<file path="src/rtl/nv_seq_pkg.sv">
package nv_seq_pkg;

  typedef enum logic [1:0] {
    OP_IDLE   = 2'd0,
    OP_STORE  = 2'd1,
    OP_RECALL = 2'd2
  } nv_op_e;

  localparam logic [1:0] PM_CAP_AUTO = 2'b00;
  localparam logic [1:0] PM_SYS_AUTO = 2'b01;
  localparam logic [1:0] PM_NO_AUTO  = 2'b10;

  // Automatic save allowed in the two modes whose upper bit is clear.
  function automatic logic pm_auto(input logic [1:0] m);
    return ~m[1];
  endfunction

  // Only the capacitor-backed mode isolates the capacitor.
  function automatic logic pm_isolates(input logic [1:0] m);
    return m == PM_CAP_AUTO;
  endfunction

  function automatic logic fell(input logic prev, input logic cur);
    return prev & ~cur;
  endfunction

  function automatic int unsigned op_len(input nv_op_e op,
                                         input int unsigned st_len,
                                         input int unsigned rc_len);
    return (op == OP_STORE) ? st_len : rc_len;
  endfunction

  function automatic int unsigned max2(input int unsigned a, input int unsigned b);
    return (a > b) ? a : b;
  endfunction

endpackage

</file>
<file path="src/rtl/nv_fall_det.sv">
module nv_fall_det #(
  parameter int unsigned     N       = 2,
  parameter logic [N-1:0]    RST_VAL = '0
) (
  input  logic         clk,
  input  logic         rst_n,
  input  logic [N-1:0] sig_i,
  output logic [N-1:0] fall_o
);
  import nv_seq_pkg::*;

  for (genvar i = 0; i < N; i++) begin : g_bit
    logic prev_q;
    always_ff @(posedge clk or negedge rst_n) begin
      if (!rst_n) prev_q <= RST_VAL[i];
      else        prev_q <= sig_i[i];
    end
    assign fall_o[i] = fell(prev_q, sig_i[i]);
  end

endmodule

</file>
<file path="src/rtl/nv_req_track.sv">
module nv_req_track (
  input  logic       clk,
  input  logic       rst_n,
  input  logic [1:0] pmode_i,
  input  logic       supply_low_i,
  input  logic       rec_start_i,
  input  logic       op_done_i,
  input  logic       wr_pulse_i,
  input  logic       busy_i,
  output logic       rec_pend_o,
  output logic       dirty_o,
  output logic [1:0] mode_o
);
  import nv_seq_pkg::*;

  logic       rec_pend_q;
  logic       dirty_q;
  logic       strap_taken_q;
  logic [1:0] mode_q;

  // Recall request: armed by reset and by every low-supply cycle.
  always_ff @(posedge clk or negedge rst_n) begin
    if (!rst_n)            rec_pend_q <= 1'b1;
    else if (supply_low_i) rec_pend_q <= 1'b1;
    else if (rec_start_i)  rec_pend_q <= 1'b0;
  end

  // Dirty: writes while idle only; any completed copy makes arrays equal.
  always_ff @(posedge clk or negedge rst_n) begin
    if (!rst_n)                    dirty_q <= 1'b0;
    else if (op_done_i)            dirty_q <= 1'b0;
    else if (wr_pulse_i && !busy_i) dirty_q <= 1'b1;
  end

  // Strap captured once, on the first clock after reset.
  always_ff @(posedge clk or negedge rst_n) begin
    if (!rst_n) begin
      strap_taken_q <= 1'b0;
      mode_q        <= PM_NO_AUTO;
    end else if (!strap_taken_q) begin
      strap_taken_q <= 1'b1;
      mode_q        <= pmode_i;
    end
  end

  assign rec_pend_o = rec_pend_q;
  assign dirty_o    = dirty_q;
  assign mode_o     = mode_q;

endmodule

</file>
<file path="src/rtl/nv_copy_engine.sv">
module nv_copy_engine #(
  parameter int unsigned DEPTH         = 16,
  parameter int unsigned STORE_CYCLES  = 24,
  parameter int unsigned RECALL_CYCLES = 20,
  localparam int unsigned AW   = (DEPTH > 1) ? $clog2(DEPTH) : 1,
  localparam int unsigned MAXD = nv_seq_pkg::max2(STORE_CYCLES, RECALL_CYCLES),
  localparam int unsigned CW   = $clog2(MAXD + 1)
) (
  input  logic                     clk,
  input  logic                     rst_n,
  input  logic                     start_store_i,
  input  logic                     start_recall_i,
  input  logic                     isolate_i,
  output nv_seq_pkg::nv_op_e       op_o,
  output logic [AW-1:0]            addr_o,
  output logic                     store_stb_o,
  output logic                     recall_stb_o,
  output logic                     isolate_o,
  output logic                     done_o
);
  import nv_seq_pkg::*;

  nv_op_e        op_q;
  logic [CW-1:0] cnt_q;
  logic          iso_q;
  logic [CW-1:0] last_cnt;
  logic          in_copy;

  assign last_cnt = CW'(op_len(op_q, STORE_CYCLES, RECALL_CYCLES) - 1);
  assign done_o   = (op_q != OP_IDLE) && (cnt_q == last_cnt);
  assign in_copy  = cnt_q < CW'(DEPTH);

  always_ff @(posedge clk or negedge rst_n) begin
    if (!rst_n) begin
      op_q  <= OP_IDLE;
      cnt_q <= '0;
      iso_q <= 1'b0;
    end else if (op_q == OP_IDLE) begin
      cnt_q <= '0;
      if (start_recall_i) begin
        op_q <= OP_RECALL;
      end else if (start_store_i) begin
        op_q  <= OP_STORE;
        iso_q <= isolate_i;
      end
    end else if (done_o) begin
      op_q  <= OP_IDLE;
      cnt_q <= '0;
      iso_q <= 1'b0;
    end else begin
      cnt_q <= cnt_q + 1'b1;
    end
  end

  assign op_o         = op_q;
  assign addr_o       = in_copy ? cnt_q[AW-1:0] : '0;
  assign store_stb_o  = (op_q == OP_STORE)  && in_copy;
  assign recall_stb_o = (op_q == OP_RECALL) && in_copy;
  assign isolate_o    = iso_q;

endmodule

</file>
<file path="src/rtl/nv_shadow_seq.sv">
module nv_shadow_seq #(
  parameter int unsigned DEPTH         = 16,
  parameter int unsigned STORE_CYCLES  = 24,
  parameter int unsigned RECALL_CYCLES = 20,
  localparam int unsigned AW = (DEPTH > 1) ? $clog2(DEPTH) : 1
) (
  input  logic          clk,
  input  logic          rst_n,
  input  logic [1:0]    pmode_i,
  input  logic          supply_low_i,
  input  logic          supply_ok_i,
  input  logic          hw_store_n_i,
  input  logic          wr_pulse_i,
  output logic          busy_o,
  output logic          disconnect_o,
  output logic          store_stb_o,
  output logic          recall_stb_o,
  output logic [AW-1:0] copy_addr_o
);
  import nv_seq_pkg::*;

  // Named internal events, visible to the bound checker.
  logic [1:0] fall;
  logic       rec_pend;
  logic       dirty;
  logic [1:0] mode_q;
  logic       idle;
  logic       op_done;
  logic       auto_trig;
  logic       hw_trig;
  logic       store_blocked;
  logic       rec_start;
  logic       store_start;
  logic       isolate_req;
  nv_op_e     op;

  nv_fall_det #(
    .N       (2),
    .RST_VAL (2'b10)
  ) u_edges (
    .clk    (clk),
    .rst_n  (rst_n),
    .sig_i  ({hw_store_n_i, supply_ok_i}),
    .fall_o (fall)
  );

  nv_req_track u_track (
    .clk          (clk),
    .rst_n        (rst_n),
    .pmode_i      (pmode_i),
    .supply_low_i (supply_low_i),
    .rec_start_i  (rec_start),
    .op_done_i    (op_done),
    .wr_pulse_i   (wr_pulse_i),
    .busy_i       (busy_o),
    .rec_pend_o   (rec_pend),
    .dirty_o      (dirty),
    .mode_o       (mode_q)
  );

  assign idle          = (op == OP_IDLE);
  assign auto_trig     = fall[0] & pm_auto(mode_q);
  assign hw_trig       = fall[1];
  assign store_blocked = rec_pend | supply_low_i;
  assign rec_start     = idle & rec_pend & supply_ok_i & ~supply_low_i;
  assign store_start   = idle & (auto_trig | hw_trig) & dirty & ~store_blocked & ~rec_start;
  assign isolate_req   = auto_trig & pm_isolates(mode_q);

  nv_copy_engine #(
    .DEPTH         (DEPTH),
    .STORE_CYCLES  (STORE_CYCLES),
    .RECALL_CYCLES (RECALL_CYCLES)
  ) u_copy (
    .clk            (clk),
    .rst_n          (rst_n),
    .start_store_i  (store_start),
    .start_recall_i (rec_start),
    .isolate_i      (isolate_req),
    .op_o           (op),
    .addr_o         (copy_addr_o),
    .store_stb_o    (store_stb_o),
    .recall_stb_o   (recall_stb_o),
    .isolate_o      (disconnect_o),
    .done_o         (op_done)
  );

  assign busy_o = ~idle;

endmodule

</file>
<file path="config.mk">
export PLATFORM = sky130hd
export DESIGN_NAME = nv_shadow_seq
export DESIGN_NICKNAME = d
export VERILOG_FILES = /design/src/rtl/nv_seq_pkg.sv /design/src/rtl/nv_fall_det.sv /design/src/rtl/nv_req_track.sv /design/src/rtl/nv_copy_engine.sv /design/src/rtl/nv_shadow_seq.sv
export SDC_FILE = /design/constraint.sdc
export NUM_CORES = 1
export LEC_CHECK = 0
export ABC_AREA = 1
export BUFFER_PORTS_ARGS = -buffer_cell sky130_fd_sc_hd__buf_2
export CORE_MARGIN = 3
export CORE_UTILIZATION = 45
export CTS_CLUSTER_DIAMETER = 150
export DETAILED_ROUTE_END_ITERATION = 7
export PLACE_DENSITY = 0.68
export SLEW_MARGIN = 15
export SYNTH_ARGS = -nofsm -noshare
export SYNTH_HDL_FRONTEND = slang
export SYNTH_HIERARCHICAL = 1
export SYNTH_SLANG_ARGS = --single-unit
export TNS_END_PERCENT = 100
</file>
<file path="constraint.sdc">
create_clock -name clk -period 3.3 [get_ports clk]
set_clock_uncertainty 0.1 [all_clocks]
set_input_delay 0.495 -clock clk [delete_from_list [all_inputs] [get_ports clk]]
set_output_delay 0.495 -clock clk [all_outputs]
set_load 0.02 [all_outputs]
</file>
==> summary.md, run 1 <==
The number of inserted diodes is 0. The combined global-route utilization of all metal layers was 12.60%; the mean area per synthesized cell was 7.992 µm². The flow ran to the end, and the final reports show no timing, DRC or antenna violations. The tools report the via count of the first global-routing pass as 520.

Counting along the longest clock path gives a buffer depth of 2. The post-route fraction of the period consumed by the critical path is 52.40%, and the part of the Yosys area used for sequential elements is 51.01%. The worst setup path is launched from a register. Buffers inserted during clock tree synthesis total 3.

The number of nets produced by synthesis was 102. TritonCTS built the clock tree. The logs give 1 for the H-tree depth and 743.2 µm² for the post-synthesis instance area. The core box area was 1524 µm²; the number of standard-cell rows in the floorplan was 14. The HPWL after detailed placement is 924.6 µm. The number of vias after detailed routing was 587; the count of buffers added by post-CTS timing repair for setup was 0. The critical path capture point type is an output port. The startpoint identified for the worst register-to-register timing path is u_copy/op_o[0]. The tree built by TritonCTS fans out to 15 sinks. The total of buffers placed on input and output ports was 15.

The final instance count without filler cells came out at 127. The total number of yosys warnings is 6. Summed over all layers, the global routing overflow is 0. The run gives 0 as the remaining design rule violation count.

In this run the vertical extent of the chip is 46.64 µm. For this configuration, the core starts out at a cell density of 48.77%. The worst register-to-register path ends at u_copy/isolate_o. The fraction of final layout cells with drive strength greater than 1 is 27.03%. Of all nets on the critical path, the largest fanout is 6. For flop-to-flop paths, the worst setup slack is 1.79 ns. The number of antenna violations at the first check in global routing was 0. The number of cells after detailed placement came out at 123. The number of different library cells used by synthesis comes to 21. Across the VDD grid, the largest voltage drop is 0.3072 mV. The number of buffers inserted by hold repair at cts came out at 0.

The run gives 0 as the remaining number of nets flagged by the antenna check after routing. The worst min-delay path class was input pin to asynchronous set/reset pin. The critical path is of the register to output port type. The wire length per cell after detailed routing was 8.921 µm.

Setup repair after global routing left no endpoint under its margin. Instance area after placement: 830.8 µm². The final net count is 121, and the total count of hold-check failures in the final report is 0.

The global-route wire length before repair is 1.973 mm. The final worst slack came out at 1.571 ns. The logs give 7 for the iteration-0 DRC count of the detailed router and 0.27 ns for the source-to-sink clock delay at the later pin of the worst-skew pair. For the final-layout setup total negative slack, the log shows 0 ns.

The number of cells on the worst reg-to-reg path works out to 7. The clock period could shrink to 1.729 ns. Entering global routing, the biggest net connects 16 pins. For the worst setup path, the data required time is 2.70 ns. The first detailed-routing pass ran for 3 iterations. The post-cts repair resize count was 0.

The number of max-cap violations came out at 0. Dividing the detail-routed via count by the number of cells gives 4.622. Maximum clock frequency: 578.3 MHz. The total power after layout was 0.5219 mW.

The power per unit of standard cell area was 608.9 nW/µm². The count of state elements after synthesis is 15. In this run the clock root is driven by a clkbuf_4.

The area growth from synthesis to layout is 15.32%. The critical path data arrival time was 1.13 ns. For this design the top-level I/O count stands at 16. Synthesis produced 93 cells.

From left edge to right edge, the die measures 46.64 µm. Summing all non-filler instances in the final layout gives an area of 857.1 µm². Count of final max-slew check failures: 0. Routability-driven placement finished with a final weighted congestion of 0.7476. The worst slack after detailed placement was 1.771 ns; the count of final setup violators was 0. The final layout contains routed wiring with a total length of 1.133 mm. The clock-pin transition on the worst setup and hold timing paths works out to 0.08 ns. The logs give 2175 µm² for the die area and 0.4818 nW for the leakage power.
-- critical path, cell delays in order (launching register included) --
cell and delay, ns:
dfrtp_1 0.46, nor2_2 0.18, inv_1 0.07, buf_2 0.16
-- through the flow --
step	hold WS, ns	utilization, %
3_3_place_gp	0.3131	54.52
3_5_place_dp	0.3157	54.52
4_1_cts	0.01669	56.24
6_report	0.01112	56.24
2_1_floorplan	0.09941	-
5_1_grt	0.02146	56.24
-- metal layers --
layer  up-vias  wire, µm  GRT usage [%]  share of wire (%)
met5         -         0              0                  0
met4         0        12          6.630                1.1
met3         2        63          2.344                5.6
met2        12       511          19.23                 45
met1       258       546          16.83                 48
li1        315         -              -                  -
-- area by class of cell --
class | count | area (µm²)
Tap cell | 16 | 20.02
Multi-Input combinational cell | 57 | 281.5
Sequential cell | 15 | 379.1
Fill cell | 152 | 666.9
Inverter | 20 | 75.07
Clock buffer | 4 | 26.28
Timing Repair Buffer | 15 | 75.07
-- power breakdown --
group	switching [mW]	internal (mW)
combinational	0.123	0.0639
sequential	0.0253	0.212
clock	0.0510	0.0467
total	0.200	0.322
-- registers in the layout (all words and copies together), names as in the netlist --
signal / flops
u_track/mode_o: 2
u_track/rec_pend_o: 1
u_edges/g_bit.prev_q: 2
u_copy/isolate_o: 1
u_track/strap_taken_q: 1
u_track/dirty_o: 1
u_copy/cnt_q: 5
u_copy/op_o: 2
-- Yosys cell counts --
| master | n | area, µm² |
|---|---|---|
| inv_1 | 19 | 71.32 |
| nor2_1 | 16 | 60.06 |
| nand2_1 | 14 | 52.55 |
| dfrtp_1 | 12 | 300.3 |
| nand3_1 | 7 | 35.03 |
| nor2_2 | 5 | 31.28 |
| dfstp_2 | 3 | 78.83 |
| nand2_2 | 2 | 12.51 |
| o21ai_1 | 2 | 10.01 |
| xor2_1 | 2 | 17.52 |
| a21oi_1 | 1 | 5.000 |
| a21oi_2 | 1 | 8.760 |
| buf_4 | 1 | 7.510 |
| conb_1 | 1 | 3.750 |
| ha_1 | 1 | 12.51 |
| inv_2 | 1 | 3.750 |
| nand4_1 | 1 | 6.260 |
| nor3_1 | 1 | 5.000 |
| o21ai_0 | 1 | 5.000 |
| o21bai_1 | 1 | 7.510 |
| xnor2_1 | 1 | 8.760 |
-- layout by cell type (no fill, tap or decap) --
cell type	n
conb_1	1
xnor2_1	1
nand3_1	7
dfstp_2	3
a21oi_2	1
nand2_1	14
nand4_1	1
nor2_1	16
inv_2	1
dfrtp_1	12
inv_1	19
a21oi_1	1
nand2_2	2
nor3_1	1
o21ai_1	2
clkbuf_4	3
ha_1	1
xor2_1	2
o21bai_1	1
buf_2	15
nor2_2	5
clkbuf_1	1
o21ai_0	1
-- how the worst max path moves through the flow --
stage	start	to	slack, ns	cells past startpoint
2_1_floorplan	u_copy/cnt_q[4]	recall_stb_o	1.72	2
3_3_place_gp	supply_ok_i	u_copy/isolate_o	1.80	7
3_5_place_dp	supply_ok_i	u_copy/isolate_o	1.77	7
4_1_cts	u_copy/op_o[0]	busy_o	1.57	3
5_1_grt	u_copy/op_o[0]	busy_o	1.52	3
6_report	u_copy/op_o[0]	busy_o	1.57	3
-- cells by family after synthesis --
| logic type | after synthesis | share of synthesized area (%) |
|---|---|---|
| xor+xnor | 3 | 3.536 |
| fa+ha+maj | 1 | 1.683 |
| buf+inv | 21 | 11.11 |
| simple gates | 46 | 27.27 |
| flops | 15 | 51.01 |
| other cells | 1 | 0.5046 |
| compound gates | 6 | 4.882 |
(Power assumes the default switching activity.)
==> run 2: changes to the inputs <==
ABC_AREA = 0   (was 1)
clock period = 1.6 ns   (was 3.3 ns; I/O delays follow)
==> run 2 against run 1 <==
Compared with the run above:
- design area grew 12%
- largest power group is now combinational logic
- synthesized area grew 2.4%
- synthesized cell count shrank 28%
- clock power grew 120%
- global-route usage grew 3.2 points
- non-clock buffer count grew 9
- the run now ends with setup timing left
- combinational power grew to 3.0 times the previous value
==> summary.md, run 2 <==
The fraction of final layout cells with drive strength greater than 1 was 41.94% (+15 points). The count of final setup violators was 2 (+2). The flow ran to the end, but the final reports show violations. The end of the worst hold path is u_track/mode_o[0]. The worst hold path belongs to the class input pin to register. The die area is 2220 µm² (+2.0%), and the number of cells traversed by the worst hold path is 2. Delay of the slowest cell on the worst path: 0.53 ns (+0.07 ns). The flip-flop count of the largest register after layout works out to 5 (unchanged).

For the number of inserted diodes, the log shows 0 (unchanged). The run gives 0 (unchanged) as the number of max-cap violations. The final wirelength is 1.418 mm (+25%), and the final core area utilization is 62.42% (+6.2 points). The number of clock sinks seen by CTS was 15 (unchanged). Setup repair after global routing could not meet its margin everywhere. The post-route minimum period came out at 1.788 ns. For the number of vias after detailed routing, the log shows 553 (-5.8%).

The logs give 1541 µm² (+1.1%) for the core box area and 0.6938 (-7.2%) for the placer congestion estimate. The final-layout setup total negative slack is -0.2268 ns (-0.2268 ns), and the largest driver fanout on the critical path is 2 (-4). The clock-pin transition on the worst setup and hold timing paths was 0.09 ns (about the same). By count the netlist is led by 12 x dfrtp_1, 6 x nor2_1, 5 x nand2b_1, 5 x nor2b_1. The source-to-sink clock delay at the later pin of the worst-skew pair was 0.28 ns (about the same). The cell area after layout was 962.2 µm² (+12%).

The tools report the critical path data arrival time as 1.86 ns (+0.73 ns). The number of cells after detailed placement came out at 102 (-17%). The H-tree depth was 1 (unchanged); the final worst slack was -0.1878 ns (-1.759 ns).

For the filler cell count, the log shows 133 (-13%). The area share of the leading cell type in the synthesized netlist came out at 39.47% (-0.93 points). The number of synthesized flops with an enable pin works out to 0 (unchanged).

The layer with the highest usage was met2. The number of cells on the worst reg-to-reg path is 6 (-1), and the leftover overflow at the end of global routing is 0 (unchanged). The biggest area consumer among synthesized cells was dfrtp_1. The fraction of synthesis flops using an asynchronous set or reset pin was 100.0% (unchanged); the number of nets produced by synthesis was 76 (-25%). The via count of the first global-routing pass is 585 (+13%).

The logs give 49.35% (+0.58 points) for the effective utilization at floorplan and 16 (unchanged) for the number of top-level pins. The power per unit of standard cell area came out at 1360 nW/µm² (+120%). The met2 routing resource usage after global routing was 29.54% (+10 points).

Wire length per cell after detailed routing: 13.01 µm (+46%). The logs give 10 (+3) for the iteration-0 DRC count of the detailed router and 0 (unchanged) for the remaining number of nets flagged by the antenna check after routing. Timing would allow up to 559.4 MHz. The synthesis-to-layout area growth was 26.48%. The root buffer cell was clkbuf_4.

The TritonCTS buffer count is 3 (unchanged), and the combined global-route utilization of all metal layers is 15.79% (+3.2 points). For the leakage power, the log shows 0.4461 nW (-7.4%). The share of total power in the clock network is 16.4% (-2.3 points), and the slack of the worst reg-to-reg path is -0.19 ns (-1.98 ns). The part of the Yosys area used for sequential elements came out at 49.84% (-1.2 points). Leaving out fill and tap cells, the most frequent cells in the layout are 14 x buf_2, 11 x dfrtp_1, 6 x nor2_1, 6 x buf_4. For the synthesized instance count, the log shows 67 (-28%).

The mean area per synthesized cell was 11.35 µm² (+42%); the post-synthesis instance area was 760.7 µm² (+2.4%). The startpoint type of the worst setup path is a register. The unique cell type count in the Yosys netlist is 28 (+33%), and the instance area after placement is 898.4 µm² (+8.1%). Switching power as a share of total power: 37.37% (-0.90 points). Number of standard-cell rows in the floorplan: 14 (unchanged). The final reports fail on setup timing. Critical register-to-register path endpoint: u_copy/isolate_o. The met1 track utilization from global routing came out at 17.55% (+0.72 points). The tools report the total count of hold-check failures in the final report as 0 (unchanged). The total number of yosys warnings is 6 (unchanged). The startpoint identified for the worst hold timing path is pmode_i[0].

The main flop type after synthesis is dfrtp_1. More flip-flops sit in one register than any other, and that register is u_copy/cnt_q. The height of the die was 47.12 µm (+1.0%); the remaining design rule violation count was 0 (unchanged). The tools report the switching power total as 0.4889 mW (+140%).

The number of buffers between clock root and the deepest sink came out at 2 (unchanged). For the detailed-router iteration count before antenna repair, the log shows 4 (+1). Count of final max-slew check failures: 0 (unchanged). The run gives 43.0% (+7.1 points) as the relative contribution of combinational cells to total power. Leaving out fill and tap cells, the most frequent cell in the layout is buf_2.

The total of buffers placed on input and output ports works out to 15 (unchanged). The total power after layout is 1.308 mW (+150%), and the number of vias per cell is 5.073 (+9.8%). The most frequently used cell type in the post-synthesis netlist is dfrtp_1. The logs give 1.67 ns (-1.03 ns) for the data required time of the worst path and 40.6% (-4.8 points) for the sequential power share. Final instance count without filler cells: 109 (-14%).

Walking the worst path, the cells encountered are nor2b_4, inv_2, a2111oi_4, nor4b_4, mux2i_1, nor2_2. The tools report the placed wire-length estimate as 1.056 mm (+14%). In the post-synthesis netlist, the biggest area contributors are dfrtp_1 39%, dfstp_2 10%, nand2b_1 4.1%, nor2b_1 4.1%, mux2_4 3.9%.

The global-route wire length before repair came out at 2.428 mm (+23%). Beginning of the worst register-to-register path: u_edges/g_bit[1].prev_q. The final net count was 103 (-15%). TritonCTS built the clock tree. The x dimension of the die was 47.12 µm (+1.0%).

The met3 global-route usage was 3.448% (+1.1 points). The critical path is of the register to register type. The worst setup path is captured at a register. For the number of antenna violations at the first check in global routing, the log shows 0 (unchanged). The cell-internal power was 0.8195 mW (+150%). Maximum number of pins on one net before global-route repair: 16 (unchanged). Of the available clock period, the critical path in the final layout requires 111.7%. The worst ir drop on vdd is 0.7154 mV (+130%). Slowest cell on the critical path: dfstp_2. Count of state elements after synthesis: 15 (unchanged).
==> run 2: cell count changes after synthesis, sizes merged, moves of 2 or more <==
| cell | change |
|---|---|
| inv | -17 |
| nand3b | +2 |
| nor2 | -14 |
| mux2 | +2 |
| nand2 | -13 |
| nor3b | +2 |
| nor2b | +7 |
| nand3 | -5 |
| nand2b | +5 |
==> run 2: per-layer routing <==
metal  up-vias  share of wire (%)
met3         2                5.1
li1        273                  -
met2        16                 52
met4         0               0.99
met5         -                  0
met1       262                 41
==> run 2: through the flow <==
step | hold slack [ns] | setup slack [ns]
CTS | 0.09301 | -0.1834
floorplan | -0.1556 | -0.1492
detailed placement | 0.05990 | -0.1804
finish | 0.09997 | -0.1878
global placement | 0.06170 | -0.08732
global route | 0.09328 | -0.2529
==> run 2: cell type report <==
cell class | count | area (µm²) | area share, %
multi-input cells | 47 | 366.6 | 38.10
repair buffers | 24 | 157.7 | 16.38
clock buffers | 4 | 26.28 | 2.731
well taps | 16 | 20.02 | 2.081
flip-flops and latches | 15 | 380.4 | 39.53
inverters | 3 | 11.26 | 1.170
==> run 2: kinds of logic after synthesis <==
group / share of synthesized area (%)
flip-flops: 49.84
AO/OA/AOI/OAI: 7.236
multiplexers: 5.263
XOR/XNOR: 4.606
adder cells (fa/ha/maj): 1.644
other: 0.4929
buffers and inverters: 3.618
AND/OR/NAND/NOR: 27.30
==> run 2: critical path, delay by kind of cell (launching register included) <==
family / cells / cell delay (ns)
buffers and inverters: 1 / 0.04
muxes: 1 / 0.25
and+or+nand+nor: 3 / 0.47
AOI/OAI and AO/OA: 1 / 0.28
DFF: 1 / 0.53
==> run 2: power groups by stage <==
| stage | sequential [mW] | clock (mW) | combinational, mW |
|---|---|---|---|
| 2_1_floorplan | 0.514 | 0 | 0.413 |
| 3_3_place_gp | 0.537 | 0 | 0.532 |
| 3_5_place_dp | 0.537 | 0 | 0.545 |
| 4_1_cts | 0.532 | 0.221 | 0.554 |
| 5_1_grt | 0.545 | 0.240 | 0.627 |
| 6_report | 0.532 | 0.214 | 0.563 |
==> run 2: how the worst max path moves through the flow <==
stage | startpoint | to | slack, ns | cells after the start
2_1_floorplan | u_copy/op_o[0] | u_copy/isolate_o | -0.15 | 5
3_3_place_gp | u_edges/g_bit[1].prev_q | u_copy/isolate_o | -0.09 | 6
3_5_place_dp | u_edges/g_bit[1].prev_q | u_copy/isolate_o | -0.18 | 6
4_1_cts | u_edges/g_bit[1].prev_q | u_copy/isolate_o | -0.18 | 6
5_1_grt | u_edges/g_bit[1].prev_q | u_copy/isolate_o | -0.25 | 6
6_report | u_edges/g_bit[1].prev_q | u_copy/isolate_o | -0.19 | 6
==> run 2: timing repair <==
action / CTS / global route
hold buffers: 2 / 0
pin swaps: 0 / 1
buffers inserted: 0 / 1
endpoints found under the hold margin: 13 / 0
endpoints found under the setup margin: 2 / 4
gates resized for setup: 1 / 3
